`config.mk`:
```
export PLATFORM = sky130hd
export DESIGN_NAME = llwalk_dma
export DESIGN_NICKNAME = d
export VERILOG_FILES = /design/src/rtl/dmaw_pkg.sv /design/src/rtl/dmaw_ctl_decode.sv /design/src/rtl/dmaw_xfer_regs.sv /design/src/rtl/llwalk_dma.sv
export SDC_FILE = /design/constraint.sdc
export NUM_CORES = 1
export LEC_CHECK = 0
export BUFFER_PORTS_ARGS = -buffer_cell sky130_fd_sc_hd__buf_2
export CAP_MARGIN = 20
export CORE_AREA = 3 3 182 184
export DETAILED_ROUTE_END_ITERATION = 12
export DIE_AREA = 0 0 185 187
export MAX_ROUTING_LAYER = met4
export PLACE_DENSITY = 0.86
export SLEW_MARGIN = 30
export SYNTH_ARGS = -nofsm -noshare
export SYNTH_HDL_FRONTEND = slang
export SYNTH_SLANG_ARGS = --single-unit
```
`constraint.sdc`:
```
create_clock -name clk -period 4.5 [get_ports clk]
set_input_delay 0.675 -clock clk [delete_from_list [all_inputs] [get_ports clk]]
set_output_delay 0.675 -clock clk [all_outputs]
set_load 0.005 [all_outputs]
```
`src/rtl/dmaw_pkg.sv`:
```
package dmaw_pkg;
  localparam int WORD_W          = 32;
  localparam int WORD_BYTES      = WORD_W / 8;
  localparam int WB_SHIFT        = $clog2(WORD_BYTES);
  localparam int DATA_ELEM_WORDS = 6;
  localparam int FLD_W           = $clog2(DATA_ELEM_WORDS);

  // control word bit positions (software builds elements with these)
  localparam int CTL_CB  = 0;
  localparam int CTL_TCB = 1;
  localparam int CTL_LLP = 2;
  localparam int CTL_LIE = 3;
  localparam int CTL_RIE = 4;

  // word index inside an element
  localparam logic [FLD_W-1:0] FLD_CTL    = FLD_W'(0);
  localparam logic [FLD_W-1:0] FLD_SIZE   = FLD_W'(1);
  localparam logic [FLD_W-1:0] FLD_SRC_LO = FLD_W'(2);
  localparam logic [FLD_W-1:0] FLD_SRC_HI = FLD_W'(3);
  localparam logic [FLD_W-1:0] FLD_DST_LO = FLD_W'(4);
  localparam logic [FLD_W-1:0] FLD_DST_HI = FLD_W'(5);
  localparam logic [FLD_W-1:0] FLD_LNK_LO = FLD_W'(1);

  typedef enum logic [1:0] {
    CH_RESET = 2'd0,
    CH_RUN   = 2'd1,
    CH_HALT  = 2'd2,
    CH_STOP  = 2'd3
  } ch_status_e;

  typedef enum logic [1:0] {
    W_IDLE,
    W_FETCH,
    W_COPY_RD,
    W_COPY_WR
  } walk_state_e;

  typedef struct packed {
    logic rie;
    logic lie;
    logic llp;
    logic tcb;
    logic cb;
  } elem_ctl_t;
endpackage

```
`src/rtl/dmaw_ctl_decode.sv`:
```
module dmaw_ctl_decode
  import dmaw_pkg::*;
(
  input  logic [WORD_W-1:0] word,
  output elem_ctl_t         ctl
);
  logic unused_hi;

  always_comb begin
    ctl.cb  = word[CTL_CB];
    ctl.tcb = word[CTL_TCB];
    ctl.llp = word[CTL_LLP];
    ctl.lie = word[CTL_LIE];
    ctl.rie = word[CTL_RIE];
  end

  assign unused_hi = ^word[WORD_W-1:CTL_RIE+1];
endmodule

```
`src/rtl/dmaw_xfer_regs.sv`:
```
module dmaw_xfer_regs
  import dmaw_pkg::*;
#(
  parameter int ADDR_W = 64
) (
  input  logic              clk,
  input  logic              rst_n,
  input  logic              ld_en,
  input  logic [FLD_W-1:0]  ld_sel,
  input  logic [WORD_W-1:0] ld_word,
  input  logic              step,
  output logic [ADDR_W-1:0] src_addr,
  output logic [ADDR_W-1:0] dst_addr,
  output logic              empty,
  output logic              last
);
  localparam int HI_W  = ADDR_W - WORD_W;
  localparam int CNT_W = WORD_W - WB_SHIFT;
  localparam logic [ADDR_W-1:0] STEP_B = ADDR_W'(WORD_BYTES);

  logic [ADDR_W-1:0] src_q, src_n, dst_q, dst_n;
  logic [CNT_W-1:0]  cnt_q, cnt_n;
  logic              src_en, dst_en, cnt_en;

  always_comb begin
    src_n  = src_q;
    dst_n  = dst_q;
    cnt_n  = cnt_q;
    src_en = 1'b0;
    dst_en = 1'b0;
    cnt_en = 1'b0;
    if (ld_en) begin
      unique case (ld_sel)
        FLD_SIZE: begin
          cnt_n  = ld_word[WORD_W-1:WB_SHIFT];
          cnt_en = 1'b1;
        end
        FLD_SRC_LO: begin
          src_n[WORD_W-1:0] = ld_word;
          src_en = 1'b1;
        end
        FLD_SRC_HI: begin
          src_n[ADDR_W-1:WORD_W] = ld_word[HI_W-1:0];
          src_en = 1'b1;
        end
        FLD_DST_LO: begin
          dst_n[WORD_W-1:0] = ld_word;
          dst_en = 1'b1;
        end
        FLD_DST_HI: begin
          dst_n[ADDR_W-1:WORD_W] = ld_word[HI_W-1:0];
          dst_en = 1'b1;
        end
        default: ;
      endcase
    end else if (step) begin
      src_n  = src_q + STEP_B;
      dst_n  = dst_q + STEP_B;
      cnt_n  = cnt_q - CNT_W'(1);
      src_en = 1'b1;
      dst_en = 1'b1;
      cnt_en = 1'b1;
    end
  end

  always_ff @(posedge clk or negedge rst_n) begin
    if (!rst_n) begin
      src_q <= '0;
      dst_q <= '0;
      cnt_q <= '0;
    end else begin
      if (src_en) src_q <= src_n;
      if (dst_en) dst_q <= dst_n;
      if (cnt_en) cnt_q <= cnt_n;
    end
  end

  assign src_addr = src_q;
  assign dst_addr = dst_q;
  assign empty    = (cnt_q == '0);
  assign last     = (cnt_q == CNT_W'(1));
endmodule

```
`src/rtl/llwalk_dma.sv`:
```
module llwalk_dma
  import dmaw_pkg::*;
#(
  parameter int ADDR_W = 64
) (
  input  logic              clk,
  input  logic              rst_n,
  input  logic              db_valid,
  input  logic              cfg_llen,
  input  logic              cfg_ccs,
  input  logic [ADDR_W-1:0] cfg_list_ptr,
  output logic              mem_req,
  output logic              mem_we,
  output logic [ADDR_W-1:0] mem_addr,
  output logic [WORD_W-1:0] mem_wdata,
  input  logic              mem_ack,
  input  logic [WORD_W-1:0] mem_rdata,
  input  logic              mem_err,
  output logic              irq_done,
  output logic              irq_remote,
  output logic              irq_abort,
  output logic [1:0]        ch_status,
  output logic              ch_ccs
);
  localparam int HI_W = ADDR_W - WORD_W;
  localparam logic [ADDR_W-1:0] DATA_STRIDE = ADDR_W'(DATA_ELEM_WORDS * WORD_BYTES);

  walk_state_e       state_q, state_n;
  ch_status_e        stat_q, stat_n;
  logic [FLD_W-1:0]  idx_q, idx_n;
  logic [ADDR_W-1:0] ptr_q, ptr_n;
  logic              ccs_q, ccs_n;
  elem_ctl_t         ctl_q, ctl_n, rd_ctl;
  logic [WORD_W-1:0] link_q, link_n, buf_q, buf_n;
  logic              done_q, done_n, rmt_q, rmt_n, abt_q, abt_n;
  logic              fin_c, abort_c;
  logic              x_ld, x_step, x_empty, x_last;
  logic [ADDR_W-1:0] x_src, x_dst;
  logic              unused_cb;

  dmaw_ctl_decode u_decode (
    .word (mem_rdata),
    .ctl  (rd_ctl)
  );

  dmaw_xfer_regs #(.ADDR_W(ADDR_W)) u_xfer (
    .clk      (clk),
    .rst_n    (rst_n),
    .ld_en    (x_ld),
    .ld_sel   (idx_q),
    .ld_word  (mem_rdata),
    .step     (x_step),
    .src_addr (x_src),
    .dst_addr (x_dst),
    .empty    (x_empty),
    .last     (x_last)
  );

  always_comb begin
    x_ld   = (state_q == W_FETCH) && mem_ack && !mem_err &&
             (idx_q != FLD_CTL) && !ctl_q.llp;
    x_step = (state_q == W_COPY_WR) && mem_ack && !mem_err;
  end

  // next-state logic
  always_comb begin
    state_n = state_q;
    stat_n  = stat_q;
    idx_n   = idx_q;
    ptr_n   = ptr_q;
    ccs_n   = ccs_q;
    ctl_n   = ctl_q;
    link_n  = link_q;
    buf_n   = buf_q;
    done_n  = 1'b0;
    rmt_n   = 1'b0;
    abt_n   = 1'b0;
    fin_c   = 1'b0;
    abort_c = 1'b0;
    unique case (state_q)
      W_IDLE: begin
        if (db_valid && cfg_llen) begin
          state_n = W_FETCH;
          stat_n  = CH_RUN;
          idx_n   = FLD_CTL;
          ptr_n   = cfg_list_ptr;
          ccs_n   = cfg_ccs;
        end
      end
      W_FETCH: begin
        if (mem_ack) begin
          if (mem_err) begin
            abort_c = 1'b1;
          end else if (idx_q == FLD_CTL) begin
            if (rd_ctl.cb != ccs_q) begin
              state_n = W_IDLE;
              stat_n  = CH_STOP;
            end else begin
              ctl_n = rd_ctl;
              idx_n = idx_q + FLD_W'(1);
            end
          end else if (ctl_q.llp) begin
            if (idx_q == FLD_LNK_LO) begin
              link_n = mem_rdata;
              idx_n  = idx_q + FLD_W'(1);
            end else begin
              ptr_n = {mem_rdata[HI_W-1:0], link_q};
              ccs_n = ccs_q ^ ctl_q.tcb;
              idx_n = FLD_CTL;
            end
          end else if (idx_q == FLD_DST_HI) begin
            if (x_empty) fin_c = 1'b1;
            else         state_n = W_COPY_RD;
          end else begin
            idx_n = idx_q + FLD_W'(1);
          end
        end
      end
      W_COPY_RD: begin
        if (mem_ack) begin
          if (mem_err) begin
            abort_c = 1'b1;
          end else begin
            buf_n   = mem_rdata;
            state_n = W_COPY_WR;
          end
        end
      end
      W_COPY_WR: begin
        if (mem_ack) begin
          if (mem_err)     abort_c = 1'b1;
          else if (x_last) fin_c   = 1'b1;
          else             state_n = W_COPY_RD;
        end
      end
      default: state_n = W_IDLE;
    endcase
    if (fin_c) begin
      state_n = W_FETCH;
      idx_n   = FLD_CTL;
      ptr_n   = ptr_q + DATA_STRIDE;
      done_n  = ctl_q.lie;
      rmt_n   = ctl_q.rie;
    end
    if (abort_c) begin
      state_n = W_IDLE;
      stat_n  = CH_HALT;
      abt_n   = 1'b1;
    end
  end

  // state registers
  always_ff @(posedge clk or negedge rst_n) begin
    if (!rst_n) begin
      state_q <= W_IDLE;
      stat_q  <= CH_RESET;
      idx_q   <= FLD_CTL;
      ptr_q   <= '0;
      ccs_q   <= 1'b0;
      ctl_q   <= '0;
      link_q  <= '0;
      buf_q   <= '0;
      done_q  <= 1'b0;
      rmt_q   <= 1'b0;
      abt_q   <= 1'b0;
    end else begin
      state_q <= state_n;
      stat_q  <= stat_n;
      idx_q   <= idx_n;
      ptr_q   <= ptr_n;
      ccs_q   <= ccs_n;
      ctl_q   <= ctl_n;
      link_q  <= link_n;
      buf_q   <= buf_n;
      done_q  <= done_n;
      rmt_q   <= rmt_n;
      abt_q   <= abt_n;
    end
  end

  // memory port driven straight from state
  always_comb begin
    mem_req   = (state_q != W_IDLE);
    mem_we    = (state_q == W_COPY_WR);
    mem_wdata = buf_q;
    unique case (state_q)
      W_COPY_RD: mem_addr = x_src;
      W_COPY_WR: mem_addr = x_dst;
      default:   mem_addr = ptr_q + (ADDR_W'(idx_q) << WB_SHIFT);
    endcase
  end

  assign irq_done   = done_q;
  assign irq_remote = rmt_q;
  assign irq_abort  = abt_q;
  assign ch_status  = stat_q;
  assign ch_ccs     = ccs_q;
  assign unused_cb  = ctl_q.cb;
endmodule

```
Word-level counts from Yosys, hierarchy flattened. Index checks and enable logic that the tools add are counted. Widths: inputs -> output; s select.

Muxes and demuxes: 82. Order comparisons: 0. Add/subtract/negate cells: 6. Shift-type cells: 0. $mul: 0. Reduce and logical (&&, ||, !) cells: 34. Div/mod/pow operators: 0. Bitwise operators: 4. Eq/ne operators: 46.

Operators with widths (number): $mux 64 (11); $pmux 64 s2 (2); $add 64x3->64 const B (2); $mux 32 (4); $mux 30 (3); $add 64x5->64 (1); $add 64x5->64 const B (1); $mux 2 (20); $eq 30x1->1 const B (1); $logic_not 30->1 (1); $sub 30x1->30 const B (1); $mux 1 (28); $ne 4x4->1 const B (7); $mux 3 (9); $ne 3x3->1 const B (9); $ne 2x2->1 const B (11); $reduce_and 3->1 (6); $reduce_and 6->1 (3); $reduce_and 7->1 (2); $reduce_and 12->1 (1); $ne 5x4->1 const B (2); $ne 5x5->1 const B (2); $reduce_bool 3->1 (3); $pmux 2 s4 (1); other kinds (24) (41).

Memories kept: 0. Flip-flop bits (word level): 301. Bits of input ports: 103. Logic and storage cells: 191. RAM bits: 0. Memory bits (read-only): 0. Bits in latches: 0.

Longest topological paths before layout.
Word-level depth: 10. Mapped depth: 11. Depth with buffers taken out: 9.

By module. From an unflattened synthesis, not the netlist that was laid out.

Cells, all modules: 2510. Area total of the unflattened synthesis: 20764.9 um2.

By module, submodules not included: llwalk_dma (times used 1, area an instance 10577.6 um2, cells each 1252); dmaw_xfer_regs (times used 1, area an instance 10149.7 um2, cells each 1253); dmaw_ctl_decode (times used 1, area an instance 37.5 um2, cells each 5).

Worst setup path after synthesis. Ideal clock, no wire load.

Path kind: register to output. Start point: register idx_q[0]. End point: output mem_addr[58]. Required time: 3.825 ns. Arrival time: 2.423 ns. Setup slack: 1.402 ns. Cell stages (with the launch flop): 10. Cell sequence: dfrtp_1 ha_1 inv_1 fa_1 nor2b_1 o2111ai_1 nor3_1 nand4_1 xor2_1 a21oi_1.

Cells in the longest elaborated chain, start to end: 2.

RTL lines: start, declared (RTL line llwalk_dma.sv:30) `logic [FLD_W-1:0] idx_q, idx_n;`; start signal, assigned (RTL line llwalk_dma.sv:169) `idx_q <= idx_n;`; $add 64x5->64 (RTL line llwalk_dma.sv:189) `default: mem_addr = ptr_q + (ADDR_W'(idx_q) << WB_SHIFT);`; $pmux 64 s2 (RTL line llwalk_dma.sv:186) `unique case (state_q)`; end, declared (RTL line llwalk_dma.sv:14) `output logic [ADDR_W-1:0] mem_addr,`.

Every way passes these cells.

Final worst setup path.
Start point: register idx_q[0]. End point: output mem_addr[36].

Same word-level chain as after synthesis.

==> flow_summary.yaml <==
global_routing:
  grt_pass1_wl_mm: 125
  gr-usage-met1_pct: 63.7
  use_met3_pct: 12.6
  top_usage_layer: "met2"
  antenna_found_initial: 3
  grtUsageTotal_pct: 48.2
  grt-ovfl-total: 0
  grt_max_degree: 93
  met2_usage_pct: 66.7
  grt_pass1_vias: 20500
die:
  die_area_um2: 34600
  num_rows: 65
  die_h_um: 187
  die_w_um: 185
  design.core.area_um2: 31600
  initial_core_util_pct: 65.1
  io_pins: 207
yosys:
  syn-instance-count: 2460
  yosys.area.top_type: "dfrtp_1"
  ys_warn_count: 0
  synth_edf_count: 0
  ys_top_cells_by_area: "dfrtp_1 37%, a21oi_1 6.3%, mux2_2 4.7%"
  synth_top_area_share_pct: 36.7
  synth_area_um2: 20500
  syn-num-nets: 2578
  seq_area_frac_synth_pct: 36.7
  synthArstFlopShare_pct: 100
  ys.flop_type: "dfrtp_1"
  syn_area_per_cell_um2: 8.35
  ys_ff_latch: 301
  synth_cell_type_count: 75
cts:
  ctsResizeCount: 0
  cts_tree: "yes"
  numCtsBuffers: 35
  clk_pin_slew_worst_paths_ps: 60
  cts_max_path_buffers: 3
  cts_setup_buffers: 0
  htree_levels: 2
  clk_latency_ps: 540
  cts_hold_buf: 0
  cts_root_buf: "clkbuf_16"
  cts.sinks: 301
pwr:
  p_total_mw: 12.0
  swShare_pct: 41.3
  combPwrFrac_pct: 38.2
  vdd_drop_max_mv: 0.311
  p_int_mw: 7.07
  clkPwrFrac_pct: 25.1
  p_leak_nw: 9.53
  seqPwrFrac_pct: 36.7
  switchingPower_mw: 4.98
  power.density_nw_per_um2: 521
place:
  dp_hpwl_mm: 59.1
  io_buffer_count: 206
  placed_cells: 2918
  globalplace.congestion: 1.09
setup_path:
  crit_fanout: 6
  setup.worst_path.start_class: "flop"
  cp.arrival_ps: 3590
  crit_required_ps: 3830
  crit_type: "flop to primary output"
  crit_chain: "ha_1 -> inv_1 -> fa_1 -> nor2b_1 -> o2111ai_1 -> nor2_1 -> buf_4 -> nand3_1 -> xor2_1 -> a21oi_1 -> buf_2"
  critPathSlowestCell: "dfrtp_1"
  slowest_delay_ps: 440
  cp-end-kind: "primary output"
drt:
  ant_nets: 0
  dr.pass1.iters: 8
  vias: 22200
  drcViolationCount: 0
  routedWlPerCell_um: 28.0
  drtIter0Drc: 3679
  wl_mm: 83.7
  via_per_inst: 7.41
cells_and_area:
  fin_cells: 2988
  multi_input_area_um2: 12100
  final_common_cell: "dfrtp_1"
  fillers: 2442
  nets: 2671
  final_util_pct: 73.3
  ff_latch_area_um2: 7540
  layout_common_cells: "299 x dfrtp_1, 260 x a21oi_1, 213 x nor2_1, 205 x buf_2, 165 x nand2_1"
  drive_gt1_share_pct: 17.4
  area_delta_synth_final_pct: 12.7
job:
  max_cap_viol_count: 0
sta:
  clock_skew_ps: 17.3
  finalSetupViolCount: 0
  worst_slew_pin_slew_ps: 1090
  setup_tns_ps: 0
  finalHoldViolations: 0
  rsz0062_at_grt: "false"
  drv_slew: 0
  slew-limit-headroom_pct: 26.9
  fin_crit_sh_pct: 94.7
  fmax_mhz: 235
  finalCriticalPeriod_ps: 4260
status:
  outcome: "completed"
min_path:
  worstHoldPathType: "input pin to async pin"
worst max-delay path, delay by kind of cell, from the launching register on:
| family | cells | cell delay [ps] |
|---|---|---|
| fa+ha+maj | 2 | 630 |
| compound gates | 2 | 620 |
| xor+xnor | 1 | 170 |
| simple gates | 3 | 720 |
| flops | 1 | 440 |
| buf+inv | 3 | 470 |
kinds of logic after synthesis:
kind of cell    Yosys count  synth area share (%)
mux                     145                  7.58
compound gates          815                  25.6
fa+ha+maj                15                 0.950
buf+inv                 244                  4.65
simple gates            879                  21.9
xor+xnor                 61                  2.60
flops                   301                  36.7
cell usage after synthesis (all sizes together) (60+ instances only):
cell type / n
a31oi: 69
a21oi: 260
clkbuf: 153
nand4: 66
nor3: 81
mux2i: 60
nand3: 105
nor2: 215
o21ai: 143
o22a: 91
mux2: 85
nand2: 166
dfrtp: 301
per-layer routing:
metal,vias to the layer above,share of wire (%)
li1,9447,-
met1,10500,36
met2,1828,42
met3,414,15
met4,0,7.7
met5,-,0
layout make-up:
cell class,instances,area share (%)
diodes,7,0.0757
clock buffers,49,4.49
clock inverters,14,0.714
inverters,46,0.746
multi-input cells,1915,52.5
flip-flops and latches,301,32.6
well taps,402,2.17
repair buffers,254,6.75
metrics by stage:
stage               hold slack [ps]  worst slack (ps)  instance area [um2]
global route                    244               198                23100
floorplan                       379              1400                20500
global placement                458              1040                21800
CTS                             221               359                23100
detailed placement              470               933                21900
finish                          187               239                23100
power by group through the flow:
stage / combinational, mW / clock (mW) / sequential, mW
2_1_floorplan: 3.13 / 0 / 3.84
3_3_place_gp: 4.34 / 0 / 4.35
3_5_place_dp: 4.45 / 0 / 4.38
4_1_cts: 4.47 / 3.02 / 4.34
5_1_grt: 4.89 / 3.13 / 4.49
6_report: 4.60 / 3.03 / 4.42
registers in the layout (all words and copies together), names as in the netlist:
signal	count
ptr_q	64
u_xfer.dst_addr	64
u_xfer.src_addr	64
link_q	32
mem_wdata	32
u_xfer.cnt_q	30
ctl_q	4
idx_q	3
ch_status	2
state_q	2
ch_ccs	1
irq_abort	1
irq_done	1
irq_remote	1
path summary, 6_finish.rpt:
check                                             start                      to  slack (ps)  depth (start not counted)
max                                idx_q[0]$_DFFE_PN0P_            mem_addr[36]         240                         11
max in group asynchronous                         rst_n  link_q[25]$_DFFE_PN0P_        3280                          2
max reg2reg                u_xfer.cnt_q[22]$_DFFE_PN0P_   ptr_q[62]$_DFFE_PN0P_         990                          7
min in group clk                        cfg_list_ptr[2]    ptr_q[2]$_DFFE_PN0P_         450                          3
min reg2reg                        ctl_q[4]$_DFFE_PN0P_    irq_remote$_DFF_PN0_         470                          1
min                                               rst_n    ctl_q[3]$_DFFE_PN0P_         190                          1
Note: power is estimated with default switching activity, not from simulation.
